## src/rtl/pt_mmu_pkg.sv

```systemverilog
package pt_mmu_pkg;
  typedef enum logic [1:0] {
    ACC_READ  = 2'd0,
    ACC_WRITE = 2'd1,
    ACC_EXEC  = 2'd2,
    ACC_RSVD  = 2'd3
  } acc_e;

  typedef enum logic [1:0] {
    CAUSE_NONE   = 2'd0,
    CAUSE_ABSENT = 2'd1,
    CAUSE_PROT   = 2'd2
  } cause_e;

  localparam int PERM_W = 3;
endpackage

```

## src/rtl/pt_mmu_table.sv

```systemverilog
module pt_mmu_table
  import pt_mmu_pkg::*;
#(
  parameter int PAGE_W  = 4,
  parameter int FRAME_W = 4
) (
  input  logic               clk,
  input  logic               rst,
  input  logic [PAGE_W-1:0]  rd_page,
  output logic [FRAME_W-1:0] rd_frame,
  output logic               rd_present,
  output logic [PERM_W-1:0]  rd_perm,
  output logic               rd_ref,
  output logic               rd_mod,
  input  logic               upd_en,
  input  logic [PAGE_W-1:0]  upd_page,
  input  logic               upd_mod,
  input  logic               tw_en,
  input  logic [PAGE_W-1:0]  tw_page,
  input  logic [FRAME_W-1:0] tw_frame,
  input  logic               tw_present,
  input  logic [PERM_W-1:0]  tw_perm
);
  localparam int NPAGE = 1 << PAGE_W;

  logic [NPAGE-1:0][FRAME_W-1:0] frame_q;
  logic [NPAGE-1:0][PERM_W-1:0]  perm_q;
  logic [NPAGE-1:0]              pres_q;
  logic [NPAGE-1:0]              ref_q;
  logic [NPAGE-1:0]              mod_q;

  for (genvar i = 0; i < NPAGE; i++) begin : g_ent
    logic hit_tw, hit_up;
    assign hit_tw = tw_en && (tw_page == PAGE_W'(i));
    assign hit_up = upd_en && (upd_page == PAGE_W'(i));

    always_ff @(posedge clk) begin
      if (rst) begin
        frame_q[i] <= '0;
        perm_q[i]  <= '0;
        pres_q[i]  <= 1'b0;
        ref_q[i]   <= 1'b0;
        mod_q[i]   <= 1'b0;
      end else if (hit_tw) begin
        frame_q[i] <= tw_frame;
        perm_q[i]  <= tw_perm;
        pres_q[i]  <= tw_present;
        ref_q[i]   <= 1'b0;
        mod_q[i]   <= 1'b0;
      end else if (hit_up) begin
        ref_q[i] <= 1'b1;
        if (upd_mod) mod_q[i] <= 1'b1;
      end
    end

    // without a reload, status flags never drop
    assert_ref_sticky_R5: assert property (@(posedge clk) disable iff (rst)
      (ref_q[i] && !hit_tw) |=> ref_q[i]);
    assert_mod_sticky_R6: assert property (@(posedge clk) disable iff (rst)
      (mod_q[i] && !hit_tw) |=> mod_q[i]);
  end

  assign rd_frame   = frame_q[rd_page];
  assign rd_present = pres_q[rd_page];
  assign rd_perm    = perm_q[rd_page];
  assign rd_ref     = ref_q[rd_page];
  assign rd_mod     = mod_q[rd_page];

  assert_tw_load_R8: assert property (@(posedge clk) disable iff (rst)
    tw_en |=> (pres_q[$past(tw_page)] == $past(tw_present)) &&
              (frame_q[$past(tw_page)] == $past(tw_frame)) &&
              !ref_q[$past(tw_page)] && !mod_q[$past(tw_page)]);

  assert_reset_clear_R9: assert property (@(posedge clk)
    rst |=> (pres_q == '0));
endmodule

```

## src/rtl/pt_mmu_check.sv

```systemverilog
module pt_mmu_check
  import pt_mmu_pkg::*;
(
  input  logic              present,
  input  logic [PERM_W-1:0] perm,
  input  logic [1:0]        acc,
  output logic              ok,
  output logic [1:0]        cause
);
  logic allowed;

  always_comb begin
    unique case (acc_e'(acc))
      ACC_READ:  allowed = perm[0];
      ACC_WRITE: allowed = perm[1];
      ACC_EXEC:  allowed = perm[2];
      default:   allowed = 1'b0;
    endcase
  end

  always_comb begin
    if (!present)      cause = CAUSE_ABSENT;
    else if (!allowed) cause = CAUSE_PROT;
    else               cause = CAUSE_NONE;
  end

  assign ok = (cause == CAUSE_NONE);
endmodule

```

## src/rtl/pt_mmu_resp.sv

```systemverilog
module pt_mmu_resp #(
  parameter int PAGE_W = 4,
  parameter int PA_W   = 16
) (
  input  logic              clk,
  input  logic              rst,
  input  logic              in_valid,
  input  logic              in_ok,
  input  logic [1:0]        in_cause,
  input  logic [PA_W-1:0]   in_paddr,
  input  logic [PAGE_W-1:0] in_page,
  input  logic              in_ref,
  input  logic              in_mod,
  output logic              rsp_valid,
  output logic [PA_W-1:0]   rsp_paddr,
  output logic              rsp_fault,
  output logic [1:0]        rsp_cause,
  output logic [PAGE_W-1:0] rsp_page,
  output logic              rsp_ref,
  output logic              rsp_mod
);
  always_ff @(posedge clk) begin
    if (rst || !in_valid) begin
      rsp_valid <= 1'b0;
      rsp_paddr <= '0;
      rsp_fault <= 1'b0;
      rsp_cause <= '0;
      rsp_page  <= '0;
      rsp_ref   <= 1'b0;
      rsp_mod   <= 1'b0;
    end else begin
      rsp_valid <= 1'b1;
      rsp_paddr <= in_ok ? in_paddr : '0;
      rsp_fault <= !in_ok;
      rsp_cause <= in_cause;
      rsp_page  <= in_page;
      rsp_ref   <= in_ref;
      rsp_mod   <= in_mod;
    end
  end

  assert_resp_follows_R2: assert property (@(posedge clk) disable iff (rst)
    in_valid |=> rsp_valid);
  assert_no_spurious_R2: assert property (@(posedge clk) disable iff (rst)
    !in_valid |=> !rsp_valid && !rsp_fault);
  assert_fault_has_cause_R4: assert property (@(posedge clk) disable iff (rst)
    rsp_fault |-> (rsp_cause != 2'd0) && (rsp_paddr == '0));
  assert_ok_no_cause_R4: assert property (@(posedge clk) disable iff (rst)
    (rsp_valid && !rsp_fault) |-> (rsp_cause == 2'd0));
endmodule

```

## src/rtl/pt_mmu.sv

```systemverilog
module pt_mmu
  import pt_mmu_pkg::*;
#(
  parameter int VA_W    = 16,
  parameter int OFF_W   = 12,
  parameter int FRAME_W = 4,
  localparam int PAGE_W = VA_W - OFF_W,
  localparam int PA_W   = FRAME_W + OFF_W
) (
  input  logic               clk,
  input  logic               rst,
  input  logic               req_valid,
  input  logic [VA_W-1:0]    req_addr,
  input  logic [1:0]         req_acc,
  output logic               rsp_valid,
  output logic [PA_W-1:0]    rsp_paddr,
  output logic               rsp_fault,
  output logic [1:0]         rsp_cause,
  output logic [PAGE_W-1:0]  rsp_page,
  output logic               rsp_ref,
  output logic               rsp_mod,
  input  logic               tw_en,
  input  logic [PAGE_W-1:0]  tw_page,
  input  logic [FRAME_W-1:0] tw_frame,
  input  logic               tw_present,
  input  logic [2:0]         tw_perm
);
  logic [PAGE_W-1:0]  page;
  logic [OFF_W-1:0]   offset;
  logic [FRAME_W-1:0] ent_frame;
  logic               ent_pres, ent_ref, ent_mod;
  logic [PERM_W-1:0]  ent_perm;
  logic               acc_ok;
  logic [1:0]         acc_cause;
  logic               upd_en;

  assign page   = req_addr[VA_W-1:OFF_W];
  assign offset = req_addr[OFF_W-1:0];
  assign upd_en = req_valid && acc_ok;

  pt_mmu_table #(.PAGE_W(PAGE_W), .FRAME_W(FRAME_W)) u_table (
    .clk        (clk),
    .rst        (rst),
    .rd_page    (page),
    .rd_frame   (ent_frame),
    .rd_present (ent_pres),
    .rd_perm    (ent_perm),
    .rd_ref     (ent_ref),
    .rd_mod     (ent_mod),
    .upd_en     (upd_en),
    .upd_page   (page),
    .upd_mod    (req_acc == ACC_WRITE),
    .tw_en      (tw_en),
    .tw_page    (tw_page),
    .tw_frame   (tw_frame),
    .tw_present (tw_present),
    .tw_perm    (tw_perm)
  );

  pt_mmu_check u_check (
    .present (ent_pres),
    .perm    (ent_perm),
    .acc     (req_acc),
    .ok      (acc_ok),
    .cause   (acc_cause)
  );

  pt_mmu_resp #(.PAGE_W(PAGE_W), .PA_W(PA_W)) u_resp (
    .clk       (clk),
    .rst       (rst),
    .in_valid  (req_valid),
    .in_ok     (acc_ok),
    .in_cause  (acc_cause),
    .in_paddr  ({ent_frame, offset}),
    .in_page   (page),
    .in_ref    (ent_ref),
    .in_mod    (ent_mod),
    .rsp_valid (rsp_valid),
    .rsp_paddr (rsp_paddr),
    .rsp_fault (rsp_fault),
    .rsp_cause (rsp_cause),
    .rsp_page  (rsp_page),
    .rsp_ref   (rsp_ref),
    .rsp_mod   (rsp_mod)
  );

  assert_offset_pass_R1: assert property (@(posedge clk) disable iff (rst)
    (req_valid && acc_ok) |=> rsp_paddr[OFF_W-1:0] == $past(offset));
  assert_page_report_R10: assert property (@(posedge clk) disable iff (rst)
    req_valid |=> rsp_page == $past(page));
  assert_absent_cause_R3: assert property (@(posedge clk) disable iff (rst)
    (req_valid && !ent_pres) |=> rsp_fault && (rsp_cause == 2'd1));
endmodule

```

## config.mk

```make
export PLATFORM = sky130hd
export DESIGN_NAME = pt_mmu
export DESIGN_NICKNAME = d
export VERILOG_FILES = /design/src/rtl/pt_mmu_pkg.sv /design/src/rtl/pt_mmu_table.sv /design/src/rtl/pt_mmu_check.sv /design/src/rtl/pt_mmu_resp.sv /design/src/rtl/pt_mmu.sv
export SDC_FILE = /design/constraint.sdc
export NUM_CORES = 1
export LEC_CHECK = 0
export BUFFER_PORTS_ARGS = -buffer_cell sky130_fd_sc_hd__buf_2
export CORE_MARGIN = 2
export CORE_UTILIZATION = 40
export CTS_CLUSTER_DIAMETER = 100
export DETAILED_ROUTE_END_ITERATION = 7
export GPL_ROUTABILITY_DRIVEN = 1
export SLEW_MARGIN = 20
export SYNTH_ARGS = -nofsm -noshare
export SYNTH_HDL_FRONTEND = slang
export SYNTH_SLANG_ARGS = --single-unit
```

## constraint.sdc

```tcl
create_clock -name clk -period 3.1 [get_ports clk]
set_input_delay 0.31 -clock clk [delete_from_list [all_inputs] [get_ports clk]]
set_output_delay 0.31 -clock clk [all_outputs]
set_load 0.005 [all_outputs]
```

Word-level counts from Yosys, hierarchy flattened
Index checks and enable logic that the tools add are counted.
{"block": "word_totals", "wordCells": 208, "register_bits": 186, "out_inout_bits": 26, "in_bits": 34}
{"block": "op_classes", "mux": 14, "bitwise": 1, "reduce_logical": 73, "eq_ne": 32, "magnitude_cmp": 1}
{"op": "== test 4 bit, second input constant", "n": 16}
{"op": "OR reduction 2 bit", "n": 17}
{"op": "logical AND 1 bit", "n": 33}
{"op": "== test 4 x 3 -> 1 bit, second input constant", "n": 8}
{"op": "AND reduction 2 bit", "n": 16}
{"op": "binary-select mux 4 bit (select 4 bit)", "n": 1}
{"op": "== test 4 x 2 -> 1 bit, second input constant", "n": 4}
{"op": "binary-select mux 1 bit (select 4 bit)", "n": 3}
{"op": "binary-select mux 3 bit (select 4 bit)", "n": 1}
{"op": "== test 4 x 1 -> 1 bit, second input constant", "n": 2}
{"op": "zero test 4 bit", "n": 2}
{"op": "< comparator 4 x 5 -> 1 bit, second input constant", "n": 1}
{"op": "zero test 2 bit", "n": 2}
{"op": "two-way mux 1 bit", "n": 4}
{"op": "two-way mux 2 bit", "n": 2}
{"op": "two-way mux 4 bit", "n": 1}
{"op": "two-way mux 3 bit", "n": 1}
{"op": "one-hot mux 1 bit (3 select lines)", "n": 1}
{"op": "== test 2 x 1 -> 1 bit, second input constant", "n": 1}
{"op": "== test 2 bit, second input constant", "n": 1}
{"op": "zero test 1 bit", "n": 2}
{"op": "logical OR 1 bit", "n": 1}
{"op": "NOT 1 bit", "n": 1}

Depth between registers and ports, before layout
Gate-level depths: netlist of run 1.
{"block": "depth", "word_depth": 9, "ltp_mapped": 10, "depth_no_buf": 6}

Cells and area by module
A second synthesis of run 1 with hierarchy kept.
{"block": "unflattened", "cells_unflattened": 903, "hier_area_um2": 8251.7}
{"mod": "pt_mmu_table", "area_per_inst_um2": 7367.1, "seq_area_each_um2": 3203.1, "cells_per_inst": 838, "n_inst": 1}
{"mod": "pt_mmu_resp", "area_per_inst_um2": 819.5, "seq_area_each_um2": 520.5, "cells_per_inst": 57, "n_inst": 1}
{"mod": "pt_mmu_check", "area_per_inst_um2": 45.0, "seq_area_each_um2": 0.0, "cells_per_inst": 6, "n_inst": 1}
{"mod": "pt_mmu", "area_per_inst_um2": 20.0, "seq_area_each_um2": 0.0, "cells_per_inst": 2, "n_inst": 1}

Worst setup path before layout of run 1
Ideal clock, no wire load.
{"block": "synth_timing", "path_type": "input -> register", "from": "in req_addr[13]", "to": "reg u_resp.rsp_paddr[12]", "arrival_time_ns": 2.064, "required_ns": 2.985, "cell_stages": 8, "setup_time_ns": 0.115, "path_slack_ns": 0.921, "n_path_buf": 5, "path_cell_list": "buf_6 > buf_6 > buf_4 > buf_2 > buf_2 > mux4_2 > mux4_2 > and2_1"}
{"block": "synth_via", "elab_chain_cells": 8, "elab_cells_between_ends": 12, "classes_between": "9 x mux; 1 x bitwise; 2 x reduce/logical"}
{"item": "start, declared", "line": "pt_mmu.sv:13", "source": "input logic [VA_W-1:0] req_addr,"}
{"item": "binary-select mux 3 bit (select 4 bit)", "line": "pt_mmu_table.sv:65", "source": "assign rd_perm = perm_q[rd_page];"}
{"item": "two-way mux 3 bit (not written as such)", "line": "pt_mmu_table.sv:65"}
{"item": "one-hot mux 1 bit (3 select lines)", "line": "pt_mmu_check.sv:13", "source": "unique case (acc_e'(acc))"}
{"item": "two-way mux 2 bit", "line": "pt_mmu_check.sv:23", "source": "else if (!allowed) cause = CAUSE_PROT;"}
{"item": "two-way mux 2 bit", "line": "pt_mmu_check.sv:22", "source": "if (!present) cause = CAUSE_ABSENT;"}
{"item": "zero test 2 bit", "line": "pt_mmu_check.sv:27", "source": "assign ok = (cause == CAUSE_NONE);"}
{"item": "NOT 1 bit (no line)"}
{"item": "OR reduction 2 bit (no line)"}
{"item": "end signal, assigned", "line": "pt_mmu_resp.sv:33", "source": "rsp_paddr <= in_ok ? in_paddr : '0;"}
{"item": "end, declared", "line": "pt_mmu_resp.sv:15", "source": "output logic [PA_W-1:0] rsp_paddr,"}
Parallel ways exist; a longest one is shown, timed or not. The select of a mux whose other input is x is not followed.
A chain may end at the register's enable or synchronous reset.

Worst setup path in the final report of run 1
{"block": "layout_timing", "from": "in req_addr[13]", "to": "reg u_table.mod_q[6]"}
{"block": "layout_via", "elab_chain_cells": 9, "elab_cells_between_ends": 12, "classes_between": "1 x eq/ne; 7 x mux; 4 x reduce/logical"}
{"item": "binary-select mux 3 bit (select 4 bit)", "line": "pt_mmu_table.sv:65"}
{"item": "two-way mux 3 bit (not written as such)", "line": "pt_mmu_table.sv:65"}
{"item": "one-hot mux 1 bit (3 select lines)", "line": "pt_mmu_check.sv:13"}
{"item": "two-way mux 2 bit", "line": "pt_mmu_check.sv:23"}
{"item": "two-way mux 2 bit", "line": "pt_mmu_check.sv:22"}
{"item": "zero test 2 bit", "line": "pt_mmu_check.sv:27"}
{"item": "logical AND 1 bit", "line": "pt_mmu.sv:39", "source": "assign upd_en = req_valid && acc_ok;"}
{"item": "logical AND 1 bit (*)", "line": "pt_mmu_table.sv:35", "source": "assign hit_up = upd_en && (upd_page == PAGE_W'(i));"}
{"item": "AND reduction 2 bit (no line) (*)"}
{"item": "end signal, assigned by index", "line": "pt_mmu_table.sv:43", "source": "mod_q[i] <= 1'b0;"}
{"item": "end signal, assigned by index", "line": "pt_mmu_table.sv:49", "source": "mod_q[i] <= 1'b0;"}
{"item": "end signal, assigned by index", "line": "pt_mmu_table.sv:52", "source": "if (upd_mod) mod_q[i] <= 1'b1;"}
{"item": "end, declared", "line": "pt_mmu_table.sv:30", "source": "logic [NPAGE-1:0] mod_q;"}
Every way passes the cells marked *; elsewhere a longest branch is shown, timed or not. The select of a mux whose other input is x is not followed.

==> key figures, run 1 <==
Synthesis
  – Synth unique cells: 29
  – Synth Instances: 805
  – Ys Warns: 0
  – Yosys reg bits: between 150 and 200
  – Post-synth EDFFs: 0
  – Synth Area per Inst: 9.829 µm²
  – Post-Syn Area: 7913 µm²
  – Top FF cell, synth: dfxtp_1
  – Register area share after synthesis: 0.4706
  – Syn_nets: 839
  – Fraction of registers with async set/reset: 0

Worst setup path
  – CP max stage delay: ~0.54 ns
  – CP required: between 3 and 4 ns
  – Crit path max fanout: 38
  – Top cell by count, worst path: buf_4
  – R2R depth: 6
  – Worst setup path category: input pin to register
  – Worst path bufs/invs: 3
  – Crit start category: input pin
  – Crit path arrival time: 2.56 ns
  – Slowest cell on crit path: buf_4
  – WP depth: 9
  – Kind of end point of the critical path: register
  – Top cell family by delay on the critical path: buffers and inverters
  – Worst path cell trace: buf_2 > buf_4 > mux2i_1 > a22oi_1 > a31oi_1 > and4_4 > nor3_2 > buf_4 > a22o_1

Global routing
  – Grt ovf: 0
  – Initial antenna violation count: 0
  – Largest net degree at the start of global routing: between 90 and 100
  – Global Route Usage Sum: 0.2044
  – Global-route wire length before repair: about 32000 µm
  – Number of global-route vias before repair: between 5000 and 6000

Floorplanning
  – Starting Density: 0.4066
  – Die footprint: 20920 µm²
  – Die Y: ~140 µm
  – IO Count: 60
  – Core Region: a little under 20000 µm²
  – Core Rows: 51
  – Die width: between 100 and 150 µm

Drt
  – DR vias/cell: 5.401
  – Antenna viol nets, final: 0
  – Drt wl/cell: 18.35 µm
  – Drc violations: 0
  – Vias: 6017
  – DRT Pass-1 Iters: 6
  – DR iter-0 viols: 578
  – Total Wirelength: ~20000 µm

Clock network
  – CTS tree: yes
  – Clock net sink count: 186
  – CTS HTree Levels: 4
  – Post-CTS sizing: 0
  – CTS Buffer Depth: 2
  – Clk_lat worst skew: around 0.43 ns
  – Post-CTS setup buffers: 0
  – Clock slew at reported path FFs: 0.07 ns
  – Hold Buf Count CTS: 0
  – CTS root buf: clkbuf_16
  – TritonCTS buffer count: 17

Outcome
  – Status: complete, no violations

Min path
  – Hold Crit Class: input pin to register
  – Worst Hold Depth: 2

STA
  – Final setup violation count: 0
  – Final Slew Violations: 0
  – Min Tclk post-route: 2.247 ns
  – RSZ-0062 raised after global routing: no
  – Clk_skew: between 0.01 and 0.015 ns
  – Max-slew headroom: 0.3633
  – Final hold viol count: 0
  – Fmax: around 440 MHz
  – Final period util: 0.7249
  – Worst-Margin Slew: 0.9550 ns
  – Setup TNS: 0 ns

Pwr
  – P per Cell Area: 542.4 nW/µm²
  – Worst vdd ir: 0.3437 mV
  – Leakage power: 3.254 nW

Finish
  – Number of antenna diodes: 0
  – Cell area after layout: about 9000 µm²
  – Layout cells sized above 1: 0.1861
  – Synthesis-to-layout area growth: 13.58%
  – Nets: 872

Placed design
  – Input/output buffers: 59
  – Placer Congestion: 0.8429
  – DP HPWL: ~13000 µm
  – Placement Cell Area: 8413 µm²

Flow run
  – Max Cap Violations: 0
layer usage:
layer / up-vias / GRT usage / part of all wire
met5: - / 0 / 0
met4: 0 / 0.06132 / 0.020
met3: 24 / 0.04603 / 0.076
met2: 241 / 0.3043 / 0.43
met1: 2883 / 0.2961 / 0.47
li1: 2869 / - / -
worst paths after layout:
path,startpoint,endpoint,slack (ns)
worst max-delay path,req_addr[13],u_table.mod_q[6],0.85
worst min-delay path,req_addr[5],u_resp.rsp_paddr[5],0.08
worst max register to register,u_table.pres_q[15],u_table.mod_q[6],0.97
worst min register to register,u_table.perm_q[25],u_table.perm_q[25],0.45
cells in the mapped netlist, types with 6 or more instances:
library cell / number / area share
nor2_1: 113 / 0.054
nand2b_1: 14 / 0.011
mux4_2: 37 / 0.11
nor3_1: 20 / 0.013
nor4_1: 16 / 0.013
clkbuf_1: 44 / 0.021
buf_1: 13 / 0.0062
a21oi_1: 53 / 0.034
a22oi_1: 6 / 0.0057
buf_6: 6 / 0.0085
buf_2: 7 / 0.0044
a22o_1: 32 / 0.035
mux2i_1: 100 / 0.13
and2_1: 23 / 0.018
nand3_1: 7 / 0.0044
nand2_1: 106 / 0.050
dfxtp_1: 186 / 0.47
worst register-to-register path: cells and delay by family (launching register included):
| kind | cells | cell delay [ns] |
|---|---|---|
| muxes | 2 | 1.04 |
| DFF | 1 | 0.32 |
| buffers and inverters | 1 | 0.24 |
| AOI/OAI and AO/OA | 1 | 0.24 |
| and+or+nand+nor | 2 | 0.18 |
registers in the layout, summed over array words and instances (netlist names):
name and count:
u_table.frame_q 64, u_table.perm_q 48, u_resp.rsp_paddr 16, u_table.mod_q 16, u_table.pres_q 16, u_table.ref_q 16
u_resp.rsp_page 4, u_resp.rsp_cause 2, u_resp.rsp_fault 1, u_resp.rsp_mod 1, u_resp.rsp_ref 1, u_resp.rsp_valid 1
where the power goes:
part | leakage (nW) | internal (W) | switching, W
clock | 0.287 | 0.00122 | 0.000913
combinational | 1.47 | 0.000108 | 0.000206
sequential | 1.50 | 0.00241 | 0.0000114
total | 3.25 | 0.00375 | 0.00113
per-stage QoR:
step | std cells | total power [W] | hold slack (ns) | util | setup WS, ns
after floorplan | 805 | 0.002689 | 0.4317 | - | 0.9212
after global placement | 1084 | 0.002792 | 0.4405 | 0.4323 | 0.4517
after detailed placement | 1084 | 0.002792 | 0.4460 | 0.4323 | 0.4292
after CTS | 1114 | 0.004923 | 0.06344 | 0.4618 | 0.8970
after global routing | 1114 | 0.005056 | 0.06354 | 0.4618 | 0.7167
final | 1114 | 0.004875 | 0.08288 | 0.4618 | 0.8527
cell type report:
type	instances	area (µm²)
clock buffer	19	452.9
clock inverter	11	121.4
fill	1843	10480
inverter	1	3.754
multi-input combinational	547	3861
sequential	186	3724
tap	265	331.6
timing repair buffer	85	493.0
kinds of logic (layout without fill, tap and decap cells):
group,after synthesis,count (layout),share of synthesized area
AOI/OAI and AO/OA,92,92,0.07543
DFF,186,186,0.4706
and+or+nand+nor,318,318,0.1807
buffers and inverters,72,116,0.04143
muxes,137,137,0.2318
cells in the final DEF, fill, tap and decap left out, types with 2 or more instances in the layout:
| master | instances |
|---|---|
| nand2_1 | 106 |
| bufinv_16 | 2 |
| a21oi_1 | 53 |
| or3_1 | 4 |
| clkbuf_8 | 2 |
| and2_1 | 23 |
| a22oi_1 | 6 |
| nor3_2 | 2 |
| mux4_2 | 37 |
| or2_2 | 2 |
| mux2i_1 | 100 |
| nor2_1 | 113 |
| nor3b_1 | 2 |
| nand3_1 | 7 |
| buf_4 | 27 |
| dfxtp_1 | 186 |
| clkbuf_16 | 17 |
| nand2b_1 | 14 |
| buf_2 | 58 |
| nand3b_1 | 4 |
| nor4_1 | 16 |
| nor3_1 | 20 |
| nor2b_1 | 2 |
| a22o_1 | 32 |
| clkinv_2 | 5 |
Note: power is estimated with default switching activity, not from simulation.
==> run 2, diff against run 1 <==
==> constraint.sdc (replaced) <==
create_clock -name clk -period 2.3 [get_ports clk]
set_input_delay 0.23 -clock clk [delete_from_list [all_inputs] [get_ports clk]]
set_output_delay 0.23 -clock clk [all_outputs]
set_load 0.005 [all_outputs]
==> key figures, run 2 (synthesis gave the netlist of run 1 again) <==
Outcome
  – Status: finished with violations
  – Failing checks: design-rule violations

Clock network
  – Post-CTS sizing: 0
  – CTS root buf: clkbuf_16
  – Clock net sink count: 186
  – Clock slew at reported path FFs: around 0.07 ns
  – CTS tree: yes
  – Clk_lat worst skew: 0.43 ns
  – CTS Buffer Depth: 2
  – CTS HTree Levels: 4
  – TritonCTS buffer count: 17

Finish
  – Number of antenna diodes: 0
  – Commonest non-fill, non-tap cell in the layout: dfxtp_1
  – Final design utilization: 0.4719
  – Final non-filler cell total: 1132
  – Nets: 888
  – Register name with the most flops: u_table.frame_q
  – Layout cells sized above 1: 0.1903
  – Synthesis-to-layout area growth: 16.07%
  – Most frequent cells in the layout: dfxtp_1, nor2_1, nand2_1, mux2i_1, buf_2
  – Largest registers: u_table.frame_q x64, u_table.perm_q x48
  – Max reg flops: 64

Global routing
  – Grt ovf: 0
  – Number of global-route vias before repair: 5686
  – Initial antenna violation count: 0
  – Largest net degree at the start of global routing: 157
  – Global Route Usage Sum: 0.2110
  – Global-route wire length before repair: 32790 µm

Worst setup path
  – Crit path arrival time: 2.31 ns
  – Worst setup path category: register to register
  – Crit path max fanout: 32
  – Worst path bufs/invs: 1
  – Top cell by count, worst path: mux4_2
  – Top cell family by delay on the critical path: multiplexers
  – Slowest cell on crit path: mux4_2
  – CP required: 2.62 ns
  – Worst path cell trace: mux4_2 > mux4_2 > nand2_1 > nor3_2 > buf_12 > a22o_1
  – CP max stage delay: 0.56 ns
  – Crit start category: register
  – Kind of end point of the critical path: register

Pwr
  – Leakage power: 3.325 nW
  – Reg power frac: 0.507
  – Pint: 0.004850 W
  – Clock share of power: 0.422
  – Logic pwr share: 0.071
  – Sw Ratio: 0.2475
  – Worst vdd ir: 0.5486 mV
  – P per Cell Area: 701.7 nW/µm²
  – Psw: 0.001595 W

STA
  – Max-slew headroom: 0.5158
  – Worst-Margin Slew: 0.7264 ns
  – Clk_skew: between 0.015 and 0.02 ns
  – Final setup violation count: 0
  – Hold WS: 0.01571 ns
  – Setup TNS: 0 ns
  – Fmax: 502.4 MHz
  – Final period util: 0.8655
  – Final Slew Violations: 0
  – Min Tclk post-route: 1.991 ns
  – Final hold viol count: 0
  – RSZ-0062 raised after global routing: no

Placed design
  – Input/output buffers: 59
  – Placed cell count: ~1100
  – Placer Congestion: 0.8878
  – DP HPWL: 13630 µm

Drt
  – Total Wirelength: roughly 21000 µm
  – DR vias/cell: 5.345
  – Drc violations: 4
  – Antenna viol nets, final: 0
  – DRT Pass-1 Iters: 8
  – Vias: 6050
  – Drt wl/cell: 18.77 µm
  – DR iter-0 viols: 608

Floorplanning
  – Core Region: a little under 20000 µm²
  – Die footprint: approximately 21000 µm²
  – IO Count: 60
  – Die Y: 144.6 µm
  – Starting Density: 0.4066
  – Die width: 144.6 µm
  – Core Rows: 51

Flow run
  – Max Cap Violations: 0

Min path
  – Hold Crit Class: input pin to register
[run 2: changes by cell type in the layout (fill, tap and decap cells not counted)]
cell           previous run  this run
dlygate4sd3_1             0         9
buf_12                    0         7
clkinv_4                  1         5
clkinv_2                  5         2
bufinv_16                 2         0
clkbuf_1                  0         2
clkinvlp_4                1         3
clkbuf_8                  2         1
inv_6                     1         2
inv_8                     1         0
[run 2: power groups by stage]
| stage | logic, W | registers, W | clock network, W |
|---|---|---|---|
| after floorplan | 0.000285 | 0.00334 | 0 |
| after global placement | 0.000444 | 0.00334 | 0 |
| after detailed placement | 0.000442 | 0.00334 | 0 |
| after CTS | 0.000454 | 0.00327 | 0.00277 |
| after global routing | 0.000493 | 0.00327 | 0.00293 |
| final | 0.000457 | 0.00327 | 0.00272 |
[run 2: layout make-up]
class | instances | area (µm²)
fillers | 1823 | 10280
multi-input cells | 547 | 3861
flip-flops and latches | 186 | 3724
repair buffers | 101 | 723.2
clock buffers | 20 | 446.7
well taps | 265 | 331.6
clock inverters | 12 | 93.84
inverters | 1 | 3.754
[run 2: final timing paths]
check	cells past startpoint	from	slack (ns)	endpoint
max reg2reg	6	u_table.pres_q[15]	0.31	u_table.mod_q[9]
min	2	req_addr[5]	0.02	u_resp.rsp_paddr[5]
max	6	u_table.pres_q[15]	0.31	u_table.mod_q[9]
min reg2reg	2	u_table.perm_q[24]	0.45	u_table.perm_q[24]
[run 2: timing repair]
action	4_1_cts	5_1_grt
hold endpoints to repair	8	1
setup buffers	0	0
hold buffers	8	1
[run 2: metal layers]
layer / wire length (µm) / vias to the layer above / track usage
li1: - / 2908 / -
met1: 10100 / 2863 / 0.3030
met2: 9171 / 243 / 0.3125
met3: 1403 / 36 / 0.04603
met4: 575 / 0 / 0.07511
met5: 0 / - / 0
[run 2: stage by stage]
stage,setup slack [ns],cell area [µm²],power (W)
4_1_cts,0.3112,9174,0.006489
3_5_place_dp,0.04882,8553,0.003785
3_3_place_gp,0.04926,8553,0.003786
5_1_grt,0.2709,9184,0.006698
2_1_floorplan,0.2012,7913,0.003625
6_report,0.3094,9184,0.006445
==> run 3, diff against run 2 <==
--- a/config.mk
+++ b/config.mk
@@ -5,6 +5,7 @@
 export SDC_FILE = /design/constraint.sdc
 export NUM_CORES = 1
 export LEC_CHECK = 0
+export ABC_AREA = 1
 export BUFFER_PORTS_ARGS = -buffer_cell sky130_fd_sc_hd__buf_2
 export CORE_MARGIN = 2
 export CORE_UTILIZATION = 40
==> key figures, run 3 <==
Finish
  – Largest registers: u_table.frame_q x64, u_table.perm_q x48
  – Register name with the most flops: u_table.frame_q
  – Nets: ~1200
  – Most frequent cells in the layout: nor2_1, dfxtp_1, nand2_1, o21ai_0, inv_1
  – Number of antenna diodes: 0
  – Synthesis-to-layout area growth: 17.80%
  – Final non-filler cell total: 1460
  – Commonest non-fill, non-tap cell in the layout: nor2_1
  – Layout cells sized above 1: 0.1230
  – Final design utilization: 0.4776
  – Max reg flops: 64

Clock network
  – Clock slew at reported path FFs: 0.08 ns
  – CTS tree: yes
  – Clk_lat worst skew: 0.44 ns
  – CTS Buffer Depth: 2
  – Post-CTS sizing: 0
  – CTS HTree Levels: 4
  – CTS root buf: clkbuf_16
  – Clock net sink count: around 190
  – TritonCTS buffer count: 17

Worst setup path
  – Kind of end point of the critical path: register
  – Crit path arrival time: 2.19 ns
  – Worst R2R End: u_resp.rsp_cause[1]
  – Crit start category: register
  – Crit path max fanout: 13
  – RR Startpoint: u_table.perm_q[18]
  – Worst setup path category: register to register
  – Reg2Reg Setup Slack: 0.50 ns
  – R2R depth: 11
  – CP startpoint: u_table.perm_q[18]
  – CP endpoint: u_resp.rsp_cause[1]
  – CP required: 2.69 ns

Synthesis
  – Complex-gate fraction of the synthesized area: 0.1899
  – Post-synthesis mux area share: 0
  – Syn_nets: ~1100
  – Yosys top cell by area: dfxtp_1
  – Synth Area per Inst: 7.086 µm²
  – Top FF cell, synth: dfxtp_1
  – Register area share after synthesis: 0.4734
  – Synth unique cells: 29
  – Ys Warns: 0
  – Top cells by area, synth: dfxtp_1, nor2_1, o21ai_0
  – Post-synth EDFFs: 0
  – Post-Synth Simple-Gate Area: 0.2391
  – Synth top area share: 0.4734
  – Fraction of registers with async set/reset: 0
  – Post-Synth Adder-Cell Area: 0
  – Yosys reg bits: 186
  – XOR/XNOR share of the synthesized area: 0
  – Count leader, synth: nor2_1
  – Post-Syn Area: 7865 µm²
  – Synth top cells by count: nor2_1, dfxtp_1, nand2_1
  – Synth Instances: 1110
  – Combinational family with the most area after synthesis: simple AND/OR/NAND/NOR gates

Placed design
  – Input/output buffers: 59
  – DP HPWL: 14780 µm
  – Placed cell count: 1416
  – Placer Congestion: about 0.85

STA
  – Setup TNS: 0 ns
  – Final Slew Violations: 0
  – RSZ-0062 raised after global routing: no
  – Clk_skew: 0.01114 ns
  – Worst-Margin Slew: approximately 0.63 ns
  – Final period util: 0.7816
  – Final setup violation count: 0
  – Fmax: between 500 and 600 MHz
  – Min Tclk post-route: between 1.5 and 2 ns
  – Max-slew headroom: 0.5820
  – Final hold viol count: 0

Min path
  – Hold Crit Class: input pin to register

Drt
  – Total Wirelength: ~23000 µm
  – Vias: 7344
  – DRT Pass-1 Iters: 5
  – DR vias/cell: 5.030
  – DR iter-0 viols: 547
  – Drc violations: 0
  – Antenna viol nets, final: 0
  – Drt wl/cell: 15.47 µm

Floorplanning
  – Starting Density: 0.4054
  – Die Y: 144.2 µm
  – Die width: around 140 µm
  – Die footprint: between 20000 and 25000 µm²
  – IO Count: 60
  – Core Rows: 51
  – Core Region: 19400 µm²

Global routing
  – Global-route wire length before repair: between 30000 and 40000 µm
  – Initial antenna violation count: 0
  – Largest net degree at the start of global routing: 145
  – Grt ovf: 0
  – Number of global-route vias before repair: 6625
  – Global Route Usage Sum: 0.2249

Flow run
  – Max Cap Violations: 0

Pwr
  – Worst vdd ir: 0.5548 mV
  – P per Cell Area: 734.9 nW/µm²
  – Leakage power: approximately 4 nW

Outcome
  – Status: complete, no violations
[run 3: changes by cell type in the layout (fill, tap and decap cells not counted), sizes merged, moves of 19 or more]
cell   change
nor2     +149
o21ai    +142
inv      +120
mux2i    -100
nand2     +56
mux4      -37
a22o      -32
a21oi     +26
and2      -23
nor3      -19
[run 3: cells by family after synthesis]
logic type,count (synthesis)
and+or+nand+nor,467
AOI/OAI and AO/OA,272
DFF,186
buffers and inverters,185
[run 3: through the flow]
stage / power (W) / worst slack [ns] / hold slack [ns] / cell area [µm²]
2_1_floorplan: 0.003674 / 0.6659 / 0.3422 / 7865
3_5_place_dp: 0.003871 / 0.2244 / 0.4379 / 8548
3_3_place_gp: 0.003869 / 0.2092 / 0.4345 / 8548
4_1_cts: 0.006857 / 0.5603 / 0.03939 / 9265
6_report: 0.006809 / 0.5023 / 0.05023 / 9265
5_1_grt: 0.007058 / 0.3249 / 0.05952 / 9265
[run 3: worst min path at each step]
stage,start,end,depth (start not counted)
2_1_floorplan,req_addr[0],u_resp.rsp_paddr[0],2
5_1_grt,req_addr[14],u_resp.rsp_page[2],3
6_report,req_addr[15],u_resp.rsp_page[3],3
4_1_cts,req_addr[15],u_resp.rsp_page[3],3
3_5_place_dp,u_table.pres_q[12],u_table.pres_q[12],2
3_3_place_gp,u_table.pres_q[12],u_table.pres_q[12],2
[run 3: layer usage]
| metal | track usage | wire length [µm] |
|---|---|---|
| met5 | 0 | 0 |
| met4 | 0.05519 | 269 |
| met3 | 0.04603 | 1190 |
| met2 | 0.3494 | 9997 |
| met1 | 0.3209 | 11130 |
[run 3: timing repair]
item | 4_1_cts | 5_1_grt
buffers inserted | 0 | 0
endpoints found under the hold margin | 12 | 0
hold buffers | 12 | 0
setup endpoints to repair | 0 | 0
[run 3: area by class of cell]
| class | count | area (µm²) |
|---|---|---|
| multi-input combinational | 739 | 3374 |
| inverter | 125 | 470.5 |
| sequential | 186 | 3724 |
| clock inverter | 15 | 171.4 |
| clock buffer | 17 | 425.4 |
| timing repair buffer | 113 | 768.2 |
| fill | 1983 | 10130 |
| tap | 265 | 331.6 |
[run 3: power breakdown]
part	total (W)	internal [W]	switching, W
Combinational	0.000521	0.000162	0.000359
Sequential	0.00330	0.00327	0.0000230
Clock	0.00299	0.00156	0.00143
[run 3: worst max-delay path, cell delays in order, from the launching register on]
cell and delay, ns:
dfxtp_1 0.32, nand2_1 0.06, nand2_1 0.05, nand2_1 0.08, nand2_1 0.05, nand2_1 0.05
nand2_1 0.07, o21ai_0 0.33, nand3_2 0.18, buf_4 0.22, nor4_1 0.19, buf_4 0.15
